`src/rtl/synth_cfg_pkg.sv`:
```
package synth_cfg_pkg;

    localparam int CFG_ADDR_W = 15;
    localparam int CFG_DATA_W = 8;
    localparam int CFG_PAGE_AW = 6;

    // Byte addresses whose position the core decodes
    localparam int A_ORDER   = 'h00;
    localparam int A_INT_LO  = 'h10;
    localparam int A_INT_HI  = 'h11;
    localparam int A_CAL     = 'h12;
    localparam int A_F1_0    = 'h14;
    localparam int A_F1_1    = 'h15;
    localparam int A_F1_2    = 'h16;
    localparam int A_F1F2    = 'h17;
    localparam int A_F2_HI   = 'h18;
    localparam int A_M2_LO   = 'h19;
    localparam int A_M2_HI   = 'h1A;
    localparam int A_PH_0    = 'h1B;
    localparam int A_PH_1    = 'h1C;
    localparam int A_PH_2    = 'h1D;
    localparam int A_PUMP    = 'h1E;
    localparam int A_REF_LO  = 'h1F;
    localparam int A_REF_HI  = 'h20;
    localparam int A_OUTDIV  = 'h24;
    localparam int A_DBUF    = 'h28;

    function automatic logic cfg_is_mapped(input int a);
        return (a == 'h00) || (a >= 'h10 && a <= 'h12) || (a >= 'h14 && a <= 'h20) ||
               (a == 'h24) || (a == 'h25) || (a == 'h27) || (a == 'h28);
    endfunction

    function automatic logic [7:0] cfg_reset_value(input int a);
        case (a)
            'h12:    return 8'h40;
            'h19:    return 8'hE8;
            'h1A:    return 8'h03;
            'h1E:    return 8'h48;
            'h1F:    return 8'h01;
            'h20:    return 8'h14;
            'h24:    return 8'h80;
            'h25:    return 8'h07;
            'h27:    return 8'hC1;
            'h28:    return 8'h03;
            default: return 8'h00;
        endcase
    endfunction

    function automatic logic [7:0] cfg_write_mask(input int a);
        if (!cfg_is_mapped(a)) return 8'h00;
        case (a)
            'h00:    return 8'h01;
            'h12:    return 8'h60;
            'h18:    return 8'h7F;
            'h1A:    return 8'h7F;
            'h24:    return 8'hF0;
            'h25:    return 8'hBF;
            'h27:    return 8'hF8;
            'h28:    return 8'h87;
            default: return 8'hFF;
        endcase
    endfunction

endpackage

```
`src/rtl/cfg_serial_port.sv`:
```
module cfg_serial_port #(
    parameter int ADDR_W = 15,
    parameter int DATA_W = 8
) (
    input  logic              clk,
    input  logic              rst_n,
    input  logic              sclk,
    input  logic              csb,
    input  logic              sdio_in,
    input  logic              order_lsb,
    input  logic [DATA_W-1:0] rd_data,
    output logic [ADDR_W-1:0] rd_addr,
    output logic              wr_stb,
    output logic [ADDR_W-1:0] wr_addr,
    output logic [DATA_W-1:0] wr_data,
    output logic              sdio_out,
    output logic              sdio_oe
);
    localparam int FRAME_W = 1 + ADDR_W + DATA_W;
    localparam int CNT_W   = $clog2(FRAME_W + 2);
    localparam logic [CNT_W-1:0] C_DATA = CNT_W'(1 + ADDR_W);
    localparam logic [CNT_W-1:0] C_FULL = CNT_W'(FRAME_W);
    localparam logic [CNT_W-1:0] C_OVER = CNT_W'(FRAME_W + 1);

    typedef struct packed {
        logic [2:0]        sclk_sy;
        logic [2:0]        csb_sy;
        logic [1:0]        sdi_sy;
        logic              busy;
        logic              lsb;
        logic [CNT_W-1:0]  cnt;
        logic              rw;
        logic [ADDR_W-1:0] addr;
        logic [DATA_W-1:0] data;
        logic [DATA_W-1:0] osh;
        logic              oe;
        logic              wr_stb;
    } port_t;

    port_t st_q, st_d;

    logic sclk_rise, sclk_fall, csb_rise, csb_fall, bit_in;

    always_comb begin
        sclk_rise = st_q.sclk_sy[1] & ~st_q.sclk_sy[2];
        sclk_fall = ~st_q.sclk_sy[1] & st_q.sclk_sy[2];
        csb_rise  = st_q.csb_sy[1] & ~st_q.csb_sy[2];
        csb_fall  = ~st_q.csb_sy[1] & st_q.csb_sy[2];
        bit_in    = st_q.sdi_sy[1];

        st_d         = st_q;
        st_d.wr_stb  = 1'b0;
        st_d.sclk_sy = {st_q.sclk_sy[1:0], sclk};
        st_d.csb_sy  = {st_q.csb_sy[1:0], csb};
        st_d.sdi_sy  = {st_q.sdi_sy[0], sdio_in};

        if (csb_fall) begin
            st_d.busy = 1'b1;
            st_d.lsb  = order_lsb;
            st_d.cnt  = '0;
            st_d.rw   = 1'b0;
            st_d.addr = '0;
            st_d.data = '0;
            st_d.oe   = 1'b0;
        end else if (csb_rise) begin
            st_d.wr_stb = st_q.busy && (st_q.cnt == C_FULL) && !st_q.rw;
            st_d.busy   = 1'b0;
            st_d.oe     = 1'b0;
        end else if (st_q.busy) begin
            if (sclk_rise && st_q.cnt != C_OVER) begin
                if (st_q.cnt == '0) begin
                    st_d.rw = bit_in;
                end else if (st_q.cnt < C_DATA) begin
                    st_d.addr = st_q.lsb ? {bit_in, st_q.addr[ADDR_W-1:1]}
                                         : {st_q.addr[ADDR_W-2:0], bit_in};
                end else if (st_q.cnt < C_FULL) begin
                    st_d.data = st_q.lsb ? {bit_in, st_q.data[DATA_W-1:1]}
                                         : {st_q.data[DATA_W-2:0], bit_in};
                end
                st_d.cnt = st_q.cnt + 1'b1;
            end
            if (sclk_fall && st_q.rw) begin
                if (st_q.cnt == C_DATA) begin
                    st_d.osh = rd_data;
                    st_d.oe  = 1'b1;
                end else if (st_q.cnt > C_DATA && st_q.cnt < C_FULL) begin
                    st_d.osh = st_q.lsb ? {1'b0, st_q.osh[DATA_W-1:1]}
                                        : {st_q.osh[DATA_W-2:0], 1'b0};
                end
            end
        end
    end

    always_ff @(posedge clk or negedge rst_n) begin
        if (!rst_n) begin
            st_q         <= '0;
            st_q.csb_sy  <= '1;
        end else begin
            st_q <= st_d;
        end
    end

    assign rd_addr  = st_q.addr;
    assign wr_addr  = st_q.addr;
    assign wr_data  = st_q.data;
    assign wr_stb   = st_q.wr_stb;
    assign sdio_oe  = st_q.oe;
    assign sdio_out = st_q.oe & (st_q.lsb ? st_q.osh[0] : st_q.osh[DATA_W-1]);

    // the data pad is released once the select line returns high
    a_r3_release_on_select: assert property (@(posedge clk) disable iff (!rst_n)
        $rose(st_q.csb_sy[1]) |=> !sdio_oe);

    // a write strobe only follows a frame of exactly full length
    a_r1_full_frame_only: assert property (@(posedge clk) disable iff (!rst_n)
        wr_stb |-> ($past(st_q.cnt) == C_FULL) && !$past(st_q.rw));

    // the pad is never driven while a write frame is in progress
    a_r3_no_drive_on_write: assert property (@(posedge clk) disable iff (!rst_n)
        (st_q.busy && !st_q.rw) |-> !sdio_oe);

endmodule

```
`src/rtl/cfg_reg_bank.sv`:
```
module cfg_reg_bank
    import synth_cfg_pkg::*;
#(
    parameter int ADDR_W  = 15,
    parameter int DATA_W  = 8,
    parameter int PAGE_AW = 6
) (
    input  logic                              clk,
    input  logic                              rst_n,
    input  logic                              wr_en,
    input  logic [ADDR_W-1:0]                 wr_addr,
    input  logic [DATA_W-1:0]                 wr_data,
    input  logic [ADDR_W-1:0]                 rd_addr,
    output logic [DATA_W-1:0]                 rd_data,
    output logic [(1<<PAGE_AW)-1:0][DATA_W-1:0] regs,
    output logic                              commit
);
    localparam int N_BYTES = 1 << PAGE_AW;

    typedef struct packed {
        logic [N_BYTES-1:0][DATA_W-1:0] mem;
        logic                           commit;
    } bank_t;

    bank_t bk_q, bk_d;

    logic [N_BYTES-1:0][DATA_W-1:0] reset_img;
    logic [N_BYTES-1:0][DATA_W-1:0] mask_img;

    for (genvar gi = 0; gi < N_BYTES; gi++) begin : g_image
        assign reset_img[gi] = DATA_W'(cfg_reset_value(gi));
        assign mask_img[gi]  = DATA_W'(cfg_write_mask(gi));
    end

    logic              wr_in_page, rd_in_page;
    logic [PAGE_AW-1:0] wr_idx, rd_idx;

    always_comb begin
        wr_in_page = (wr_addr[ADDR_W-1:PAGE_AW] == '0);
        rd_in_page = (rd_addr[ADDR_W-1:PAGE_AW] == '0);
        wr_idx     = wr_addr[PAGE_AW-1:0];
        rd_idx     = rd_addr[PAGE_AW-1:0];

        bk_d        = bk_q;
        bk_d.commit = 1'b0;
        if (wr_en && wr_in_page) begin
            bk_d.mem[wr_idx] = (bk_q.mem[wr_idx] & ~mask_img[wr_idx]) |
                               (wr_data & mask_img[wr_idx]);
            bk_d.commit      = (wr_idx == PAGE_AW'(A_INT_LO));
        end
        rd_data = rd_in_page ? bk_q.mem[rd_idx] : '0;
    end

    always_ff @(posedge clk or negedge rst_n) begin
        if (!rst_n) begin
            bk_q.mem    <= reset_img;
            bk_q.commit <= 1'b0;
        end else begin
            bk_q <= bk_d;
        end
    end

    assign regs   = bk_q.mem;
    assign commit = bk_q.commit;

    // a write outside the page or to an unmapped byte leaves the bank untouched
    a_r6_unmapped_write: assert property (@(posedge clk) disable iff (!rst_n)
        (wr_en && (!wr_in_page || mask_img[wr_idx] == '0)) |=> $stable(bk_q.mem));

    // reserved low bits of the lock detect byte keep their reset pattern
    a_r5_reserved_hold: assert property (@(posedge clk) disable iff (!rst_n)
        bk_q.mem[A_DBUF - 1][2:0] == 3'b001);

    // the commit pulse follows a write of the integer low byte
    a_r7_commit_source: assert property (@(posedge clk) disable iff (!rst_n)
        commit |-> $past(wr_en && wr_in_page && wr_idx == PAGE_AW'(A_INT_LO)));

endmodule

```
`src/rtl/cfg_shadow_stage.sv`:
```
module cfg_shadow_stage #(
    parameter int INT_W  = 16,
    parameter int F1_W   = 25,
    parameter int F2_W   = 14,
    parameter int M2_W   = 14,
    parameter int DIV_W  = 3,
    parameter logic [M2_W-1:0] M2_RESET = 14'h03E8
) (
    input  logic             clk,
    input  logic             rst_n,
    input  logic             commit,
    input  logic             div_dbuf,
    input  logic [INT_W-1:0] int_pend,
    input  logic [F1_W-1:0]  f1_pend,
    input  logic [F2_W-1:0]  f2_pend,
    input  logic [M2_W-1:0]  m2_pend,
    input  logic [DIV_W-1:0] div_pend,
    output logic [INT_W-1:0] int_act,
    output logic [F1_W-1:0]  f1_act,
    output logic [F2_W-1:0]  f2_act,
    output logic [M2_W-1:0]  m2_act,
    output logic [DIV_W-1:0] div_act
);
    typedef struct packed {
        logic [INT_W-1:0] int_w;
        logic [F1_W-1:0]  f1;
        logic [F2_W-1:0]  f2;
        logic [M2_W-1:0]  m2;
        logic [DIV_W-1:0] div;
    } shadow_t;

    shadow_t sh_q, sh_d;

    always_comb begin
        sh_d = sh_q;
        if (commit) begin
            sh_d.int_w = int_pend;
            sh_d.f1    = f1_pend;
            sh_d.f2    = f2_pend;
            sh_d.m2    = m2_pend;
        end
        if (!div_dbuf || commit) begin
            sh_d.div = div_pend;
        end
    end

    always_ff @(posedge clk or negedge rst_n) begin
        if (!rst_n) begin
            sh_q    <= '0;
            sh_q.m2 <= M2_RESET;
        end else begin
            sh_q <= sh_d;
        end
    end

    assign int_act = sh_q.int_w;
    assign f1_act  = sh_q.f1;
    assign f2_act  = sh_q.f2;
    assign m2_act  = sh_q.m2;
    assign div_act = sh_q.div;

    // active fractions and modulus hold between commits
    a_r8_frac_hold: assert property (@(posedge clk) disable iff (!rst_n)
        !commit |=> $stable({f1_act, f2_act, m2_act}));

    // active integer word holds between commits
    a_r7_int_hold: assert property (@(posedge clk) disable iff (!rst_n)
        !commit |=> $stable(int_act));

    // with double buffering on, the divider select waits for a commit
    a_r9_div_hold: assert property (@(posedge clk) disable iff (!rst_n)
        (div_dbuf && !commit) |=> $stable(div_act));

    // a commit lands the pending values
    a_r8_commit_lands: assert property (@(posedge clk) disable iff (!rst_n)
        commit |=> (f1_act == $past(f1_pend)) && (m2_act == $past(m2_pend)));

endmodule

```
`src/rtl/cfg_synth_regfile.sv`:
```
module cfg_synth_regfile
    import synth_cfg_pkg::*;
#(
    parameter int ADDR_W  = CFG_ADDR_W,
    parameter int DATA_W  = CFG_DATA_W,
    parameter int PAGE_AW = CFG_PAGE_AW
) (
    input  logic        clk,
    input  logic        rst_n,
    input  logic        sclk,
    input  logic        csb,
    input  logic        sdio_in,
    output logic        sdio_out,
    output logic        sdio_oe,
    output logic [15:0] int_word,
    output logic [24:0] frac1,
    output logic [13:0] frac2,
    output logic [13:0] mod2,
    output logic [2:0]  div_sel,
    output logic        fb_sel,
    output logic [23:0] phase_word,
    output logic        phase_adj_en,
    output logic        prescaler_sel,
    output logic        autocal_en,
    output logic [3:0]  cp_current,
    output logic        pd_pol,
    output logic        synth_pd,
    output logic        cp_tristate,
    output logic        counter_hold,
    output logic [9:0]  r_word
);
    localparam int N_BYTES = 1 << PAGE_AW;

    logic [N_BYTES-1:0][DATA_W-1:0] regs;
    logic [ADDR_W-1:0] rd_addr, wr_addr;
    logic [DATA_W-1:0] rd_data, wr_data;
    logic              wr_stb, commit;
    logic              unused_regs;

    cfg_serial_port #(.ADDR_W(ADDR_W), .DATA_W(DATA_W)) i_port (
        .clk       (clk),
        .rst_n     (rst_n),
        .sclk      (sclk),
        .csb       (csb),
        .sdio_in   (sdio_in),
        .order_lsb (regs[A_ORDER][0]),
        .rd_data   (rd_data),
        .rd_addr   (rd_addr),
        .wr_stb    (wr_stb),
        .wr_addr   (wr_addr),
        .wr_data   (wr_data),
        .sdio_out  (sdio_out),
        .sdio_oe   (sdio_oe)
    );

    cfg_reg_bank #(.ADDR_W(ADDR_W), .DATA_W(DATA_W), .PAGE_AW(PAGE_AW)) i_bank (
        .clk     (clk),
        .rst_n   (rst_n),
        .wr_en   (wr_stb),
        .wr_addr (wr_addr),
        .wr_data (wr_data),
        .rd_addr (rd_addr),
        .rd_data (rd_data),
        .regs    (regs),
        .commit  (commit)
    );

    cfg_shadow_stage i_shadow (
        .clk      (clk),
        .rst_n    (rst_n),
        .commit   (commit),
        .div_dbuf (regs[A_DBUF][7]),
        .int_pend ({regs[A_INT_HI], regs[A_INT_LO]}),
        .f1_pend  ({regs[A_F1F2][0], regs[A_F1_2], regs[A_F1_1], regs[A_F1_0]}),
        .f2_pend  ({regs[A_F2_HI][6:0], regs[A_F1F2][7:1]}),
        .m2_pend  ({regs[A_M2_HI][5:0], regs[A_M2_LO]}),
        .div_pend (regs[A_OUTDIV][6:4]),
        .int_act  (int_word),
        .f1_act   (frac1),
        .f2_act   (frac2),
        .m2_act   (mod2),
        .div_act  (div_sel)
    );

    assign fb_sel        = regs[A_OUTDIV][7];
    assign phase_word    = {regs[A_PH_2], regs[A_PH_1], regs[A_PH_0]};
    assign phase_adj_en  = regs[A_M2_HI][6];
    assign prescaler_sel = regs[A_CAL][5];
    assign autocal_en    = regs[A_CAL][6];
    assign cp_current    = regs[A_PUMP][7:4];
    assign pd_pol        = regs[A_PUMP][3];
    assign synth_pd      = regs[A_PUMP][2];
    assign cp_tristate   = regs[A_PUMP][1];
    assign counter_hold  = regs[A_PUMP][0];
    assign r_word        = {regs[A_REF_HI][1:0], regs[A_REF_LO]};
    assign unused_regs   = ^regs;

    // counter hold changes only after a serial write
    a_r10_hold_by_write: assert property (@(posedge clk) disable iff (!rst_n)
        !$past(wr_stb) |-> $stable(counter_hold));

endmodule

```
`config.mk`:
```
export PLATFORM = sky130hd
export DESIGN_NAME = cfg_synth_regfile
export DESIGN_NICKNAME = d
export VERILOG_FILES = /design/src/rtl/synth_cfg_pkg.sv /design/src/rtl/cfg_serial_port.sv /design/src/rtl/cfg_reg_bank.sv /design/src/rtl/cfg_shadow_stage.sv /design/src/rtl/cfg_synth_regfile.sv
export SDC_FILE = /design/constraint.sdc
export NUM_CORES = 1
export LEC_CHECK = 0
export BUFFER_PORTS_ARGS = -buffer_cell sky130_fd_sc_hd__buf_2
export CAP_MARGIN = 20
export CORE_MARGIN = 2
export CORE_UTILIZATION = 55
export DETAILED_ROUTE_END_ITERATION = 6
export GPL_TIMING_DRIVEN = 0
export PLACE_DENSITY = 0.7
export SETUP_SLACK_MARGIN = 0.15
export SYNTH_ARGS = -nofsm -noshare
export SYNTH_HDL_FRONTEND = slang
export SYNTH_SLANG_ARGS = --single-unit
```
`constraint.sdc`:
```
create_clock -name clk -period 7.3 [get_ports clk]
set_input_delay 0.365 -clock clk [delete_from_list [all_inputs] [get_ports clk]]
set_output_delay 0.365 -clock clk [all_outputs]
set_load 0.01 [all_outputs]
```
==> flow_summary.json, run 1 <==
{
  "status": "finished clean",
  "hold_start": "i_port.st_d[47]",
  "cts.clk_slew.worst_paths_ns": 0.06,
  "nets": 2556,
  "min_period_ns": 3.52,
  "met1_usage": 0.401,
  "slew_headroom": 0.207,
  "crit_path_start_kind": "register",
  "crit_path_end_kind": "register",
  "maxSlewViolCount": 0,
  "cts_buffers": 67,
  "hp-class": "register to register",
  "async_flop_share": 1.00,
  "track_usage": 0.298,
  "stdcell_area_mm2": 0.0306,
  "worstSkewPairLatency_ns": 0.61,
  "ys_types": 63,
  "synthDominantCellAreaShare": 0.565,
  "root_buffer": "clkbuf_16",
  "grt_max_degree": 132,
  "crit_arrival_ns": 4.03,
  "power.switching_mw": 1.62,
  "finalPower_mw": 7.33,
  "rrSetupSlack_ns": 3.78,
  "place_inst": 3084,
  "p_seq_frac": 0.481,
  "skew_ns": 0.0358,
  "p_leak_nw": 14.1,
  "yosys.area.top_type": "dfrtp_1",
  "htree_num_levels": 3,
  "firstDrtPassIters": 7,
  "yosysMostFrequentCell": "dfrtp_1",
  "clock_sinks": 634,
  "ys_top_cells_by_area": "dfrtp_1 57%, mux2i_1 11%, clkbuf_1 5.2%",
  "ff2ff_path_depth": 8,
  "wl_per_cell_um": 22.9,
  "busiest_layer": "met2",
  "layout.cells.non_filler": 3205,
  "worstPathRequired_ns": 7.82,
  "start_util": 0.559,
  "worst_slew_pin_slew_ns": 1.18,
  "antenna_found_initial": 0,
  "use_met2": 0.485,
  "p_int_mw": 5.71,
  "fin_crit_sh": 0.482,
  "io_buffers": 124,
  "comb_power_share": 0.046,
  "die_area_mm2": 0.0504,
  "avgSynthCellArea_um2": 11.4,
  "synthesis.area_mm2": 0.0267,
  "yosysWarnings": 0,
  "die_w_um": 224,
  "crit_type": "register to register",
  "hold_viol": 0,
  "grt_overflow": 0,
  "core_area_mm2": 0.0478,
  "cts_tree": "yes",
  "r2r_start": "i_port.rd_addr[5]",
  "fmax_mhz": 284,
  "nFillCells": 3721,
  "clockBufferDepth": 3,
  "viasPerCell": 5.76,
  "worst_hold_path.endpoint": "i_port.st_d[48]",
  "timing.hold.ws_ns": 0.346,
  "rsz0062_at_grt": "false",
  "synth-main-ff-cell": "dfrtp_1",
  "routabilityCongestion": 0.925,
  "dp_slack_ns": 3.84,
  "syn_nets": 2350,
  "placed_area_mm2": 0.0283,
  "synth_common_cells": "604 x dfrtp_1, 369 x clkbuf_1, 281 x mux2i_1, 170 x nand2_1, 117 x o21ai_0",
  "sw_frac_of_total": 0.221,
  "clkPwrFrac": 0.473,
  "grt_pass1_vias": 18700,
  "fp-row-count": 80,
  "ys_seq_area_frac": 0.595,
  "chipHeight_um": 224,
  "p_per_area_mw_per_mm2": 240,
  "synthCells": 2337,
  "layout_setup_ws_ns": 3.78,
  "synth-seq-cells": 634,
  "drtIter0Drc": 1603,
  "post-route-drc-count": 0,
  "cp_max_fo": 10,
  "peakVddDrop_mv": 0.205,
  "num_antenna_cells": 0,
  "synth_edf_count": 0,
  "hold_depth": 0,
  "wl_um": 73400,
  "ioPinCount": 125,
  "grt_pass1_wl_um": 112000,
  "dr_total_vias": 18500,
  "maxCapViolations": 0,
  "drive_above_1_share": 0.198,
  "drtAntennaViolNets": 0,
  "hpwl_um": 51900,
  "rr_endpoint": "i_bank.regs[318]",
  "syn_to_final_growth_pct": 14.5,
  "setup_viol": 0,
  "use_met3": 0.0509
}
==> cell type report <==
type	instances	area (µm²)	area share
Buffer	484	2210	0.0722
Clock buffer	96	1970	0.0643
Clock inverter	20	268	0.00875
Inverter	14	52.6	0.00172
Multi-Input combinational cell	1205	8580	0.280
Sequential cell	634	15900	0.520
Tap cell	615	769	0.0251
Timing Repair Buffer	137	861	0.0281
==> repair_timing <==
action / 4_1_cts / 5_1_grt
resized for setup: 0 / 0
hold endpoints to repair: 94 / 0
setup buffers: 0 / 0
hold buffers: 4 / 0
==> cell usage in the layout (no fill, tap or decap), types with 7 or more instances in the layout <==
master / n
buf_1: 7
clkbuf_8: 16
nand3_1: 69
nor2_1: 116
o31ai_1: 16
buf_2: 159
dfstp_2: 30
mux4_2: 11
nand2_1: 170
buf_4: 50
mux2i_1: 281
dfrtp_1: 604
nor3_2: 8
ha_1: 8
o21ai_1: 11
nor2b_1: 8
nor3_1: 11
a22oi_1: 113
inv_1: 12
nand2b_1: 14
buf_6: 18
clkbuf_1: 381
clkbuf_16: 68
nand4_1: 16
clkinv_2: 11
mux2_2: 99
a21oi_1: 74
o21ai_0: 117
==> cell families (layout without fill, tap and decap cells) <==
group           count (synthesis)  in the layout  synth area share
simple gates                  455            455            0.0812
flops                         634            634             0.595
fa+ha+maj                       8              8           0.00374
mux                           391            391             0.156
compound gates                351            351            0.0795
buf+inv                       498            751            0.0846
==> worst max-delay path: stages, from the launching register on <==
cell and delay (ns):
dfrtp_1 0.42, buf_2 0.20, nor3_1 0.96, clkbuf_1 0.82
nand3_1 0.19, nand4_1 0.20, o31ai_1 0.17, clkbuf_1 0.25
o21ai_0 0.25
==> through the flow <==
step,TNS (ns),utilization
after floorplan,0,-
after global placement,-4018.72,0.588
after detailed placement,0,0.592
after CTS,0,0.640
after global routing,0,0.640
final,0,0.640
==> flip-flops by register name, indices dropped and copies added (netlist names) <==
name              cells
i_shadow.f1_act      25
i_port.sdio_oe        1
i_port.st_q          18
i_shadow.m2_act      14
i_shadow.div_act      3
i_bank.commit         1
i_shadow.int_act     16
i_port.rd_addr       15
i_bank.regs         512
i_port.wr_data        8
i_port.wr_stb         1
i_port.st_d           5
i_port.bit_in         1
i_shadow.f2_act      14
==> power by group through the flow <==
stage / clock network, mW / logic [mW] / registers [mW]
after floorplan: 0 / 0.189 / 3.59
after global placement: 0 / 0.328 / 3.59
after detailed placement: 0 / 0.342 / 3.59
after CTS: 3.51 / 0.345 / 3.53
after global routing: 3.65 / 0.365 / 3.52
final: 3.47 / 0.340 / 3.53
==> metal layers <==
metal / part of all wire / vias up
li1: - / 8179
met1: 0.42 / 9482
met2: 0.48 / 653
met3: 0.063 / 155
met4: 0.036 / 0
met5: 0 / -
==> how the worst max path moves through the flow <==
stage | from | end | slack [ns] | cells after the start
detailed placement | i_port.rd_addr[4] | i_bank.regs[318] | 3.84 | 8
finish | i_port.rd_addr[5] | i_bank.regs[318] | 3.78 | 8
global placement | rst_n | i_bank.regs[467] | -6.60 | 1
global route | i_port.rd_addr[0] | i_bank.regs[240] | 3.66 | 12
CTS | i_port.rd_addr[5] | i_bank.regs[318] | 3.83 | 8
floorplan | i_port.rd_addr[0] | i_bank.regs[0] | 4.72 | 13
(Power assumes the default switching activity.)
==> inputs of run 2 (changes only) <==
- PLACE_DENSITY: 0.7 -> 0.72
- clock period: 7.3 -> 3 ns (I/O delays scaled with it)
==> run 2 against run 1 <==
Against the previous run:
- die area unchanged
- sequential share of layout area down 0.45 points
- hold slack worse by 0.24 ns
- non-clock buffer count up 9
- largest cell class unchanged
- critical endpoint is now i_bank.regs[302]
- wire length down 2.0%
- register-to-register slack worse by 3.6 ns
==> flow_summary.json, run 2 (synthesis gave the netlist of run 1 again) <==
{
  "status": "finished clean",
  "hold_viol": 0,
  "cts_tree": "yes",
  "met1_length_um": 29700,
  "final_util": 0.645,
  "layout_setup_ws_ns": 0.202,
  "crit_path_end_kind": "register",
  "cts.clk_slew.worst_paths_ns": 0.06,
  "finalPower_mw": 17.6,
  "num_antenna_cells": 0,
  "grt_pass1_vias": 18800,
  "wl_met3_um": 5290,
  "fmax_mhz": 357,
  "firstDrtPassIters": 5,
  "start_util": 0.559,
  "critical_path_buf_inv_count": 3,
  "route.met2.wl_um": 33900,
  "routabilityCongestion": 0.896,
  "drtIter0Drc": 1533,
  "crit_slowest_cell": "clkbuf_1",
  "slew_headroom": 0.312,
  "setup_viol": 0,
  "hp-class": "primary input to asynchronous set/reset pin",
  "core_area_mm2": 0.0478,
  "htree_num_levels": 3,
  "fin_crit_sh": 0.933,
  "maxSlewViolCount": 0,
  "slowest_delay_ns": 0.57,
  "min_period_ns": 2.80,
  "ioPinCount": 125,
  "die_area_mm2": 0.0504,
  "viasPerCell": 5.72,
  "chipHeight_um": 224,
  "cp_top_family": "buffers and inverters",
  "die_w_um": 224,
  "peakVddDrop_mv": 0.473,
  "maxCapViolations": 0,
  "cts_buffers": 67,
  "grt_pass1_wl_um": 110000,
  "wl_um": 72000,
  "worst_slew_pin_slew_ns": 1.03,
  "dr_total_vias": 18400,
  "rsz0062_at_grt": "true",
  "layout.cells.non_filler": 3215,
  "worstPathRequired_ns": 3.45,
  "skew_ns": 0.0283,
  "root_buffer": "clkbuf_16",
  "grt_overflow": 0,
  "clockBufferDepth": 3,
  "dp_slack_ns": -0.335,
  "timing.setup.tns_ns": 0,
  "grt_max_degree": 124,
  "final_cell_mix": "604 x dfrtp_1, 374 x clkbuf_1, 279 x mux2i_1",
  "post-route-drc-count": 0,
  "worstSkewPairLatency_ns": 0.62,
  "io_buffers": 124,
  "path_cells": "buf_4, nor2_1, clkbuf_1, a22oi_1, nand3_1, nand4_1, o31ai_4, clkbuf_2, o21ai_0",
  "crit_path_start_kind": "register",
  "p_leak_nw": 14.2,
  "wl_per_cell_um": 22.4,
  "p_per_area_mw_per_mm2": 571,
  "largest_reg_flops": 512,
  "syn_to_final_growth_pct": 15.5,
  "crit_arrival_ns": 3.25,
  "nets": 2565,
  "fp-row-count": 80,
  "hpwl_um": 51100,
  "antenna_found_initial": 0,
  "final_common_cell": "dfrtp_1",
  "crit_type": "register to register",
  "cp_max_fo": 10,
  "drtAntennaViolNets": 0,
  "drive_above_1_share": 0.213,
  "track_usage": 0.291,
  "place_inst": 3084,
  "clock_sinks": 634,
  "routed.top_layer": "met4"
}
-- run 2: cell types whose count changed in the layout (fill, tap and decap cells not counted), sizes merged --
| cell | before | now |
|---|---|---|
| clkinvlp | 1 | 0 |
| inv | 14 | 16 |
| buf | 245 | 247 |
| clkinv | 13 | 11 |
| clkbuf | 468 | 480 |
| bufinv | 6 | 3 |
-- run 2: timing repair --
item                                    in CTS  in global routing
setup buffers                                3                  3
gates cloned                                 2                  1
endpoints found under the setup margin     112                132
endpoints found under the hold margin       77                  0
pin swaps                                    2                  7
hold buffers                                 4                  0
resized for setup                           40                 55
-- run 2: through the flow --
stage / hold WS [ns] / area, µm²
6_report: 0.110 / 30900
5_1_grt: 0.152 / 30900
4_1_cts: 0.116 / 30700
3_5_place_dp: 0.157 / 28300
3_3_place_gp: 0.261 / 28100
2_1_floorplan: -0.146 / 26700
-- run 2: metal layers --
layer	global-route usage	up-vias
met3	0.0832	174
met2	0.462	642
li1	-	8191
met5	0	-
met4	0.129	0
met1	0.375	9388
-- run 2: worst register-to-register path: stages, from the launching register on --
cell,delay [ns]
dfrtp_1,0.37
buf_4,0.18
nor2_1,0.12
clkbuf_1,0.57
a22oi_1,0.20
nand3_1,0.14
nand4_1,0.26
o31ai_4,0.39
clkbuf_2,0.27
o21ai_0,0.13
-- run 2: path summary, 6_finish.rpt --
path,from,end,slack (ns),depth (start not counted)
max,i_port.rd_addr[2],i_bank.regs[302],0.20,9
min,rst_n,i_bank.regs[498],0.11,2
max reg2reg,i_port.rd_addr[2],i_bank.regs[302],0.20,9
min reg2reg,i_port.st_d[44],i_port.st_d[45],0.35,0
max in group asynchronous,rst_n,i_bank.regs[191],0.92,5
min in group clk,sclk,i_port.st_d[47],0.19,2
-- run 2: final cells by class --
cell class	instances	area, µm²
repair buffers	146	930
well taps	615	769
clock inverters	16	189
plain buffers	484	2320
flip-flops and latches	634	15900
inverters	14	52.6
multi-input cells	1205	8740
clock buffers	101	1980
fillers	3687	17000
-- run 2: where the power goes --
part | switching, mW | internal (mW) | leakage, nW
Sequential | 0.0117 | 8.57 | 8.74
Clock | 3.35 | 4.82 | 1.07
Combinational | 0.572 | 0.299 | 4.40
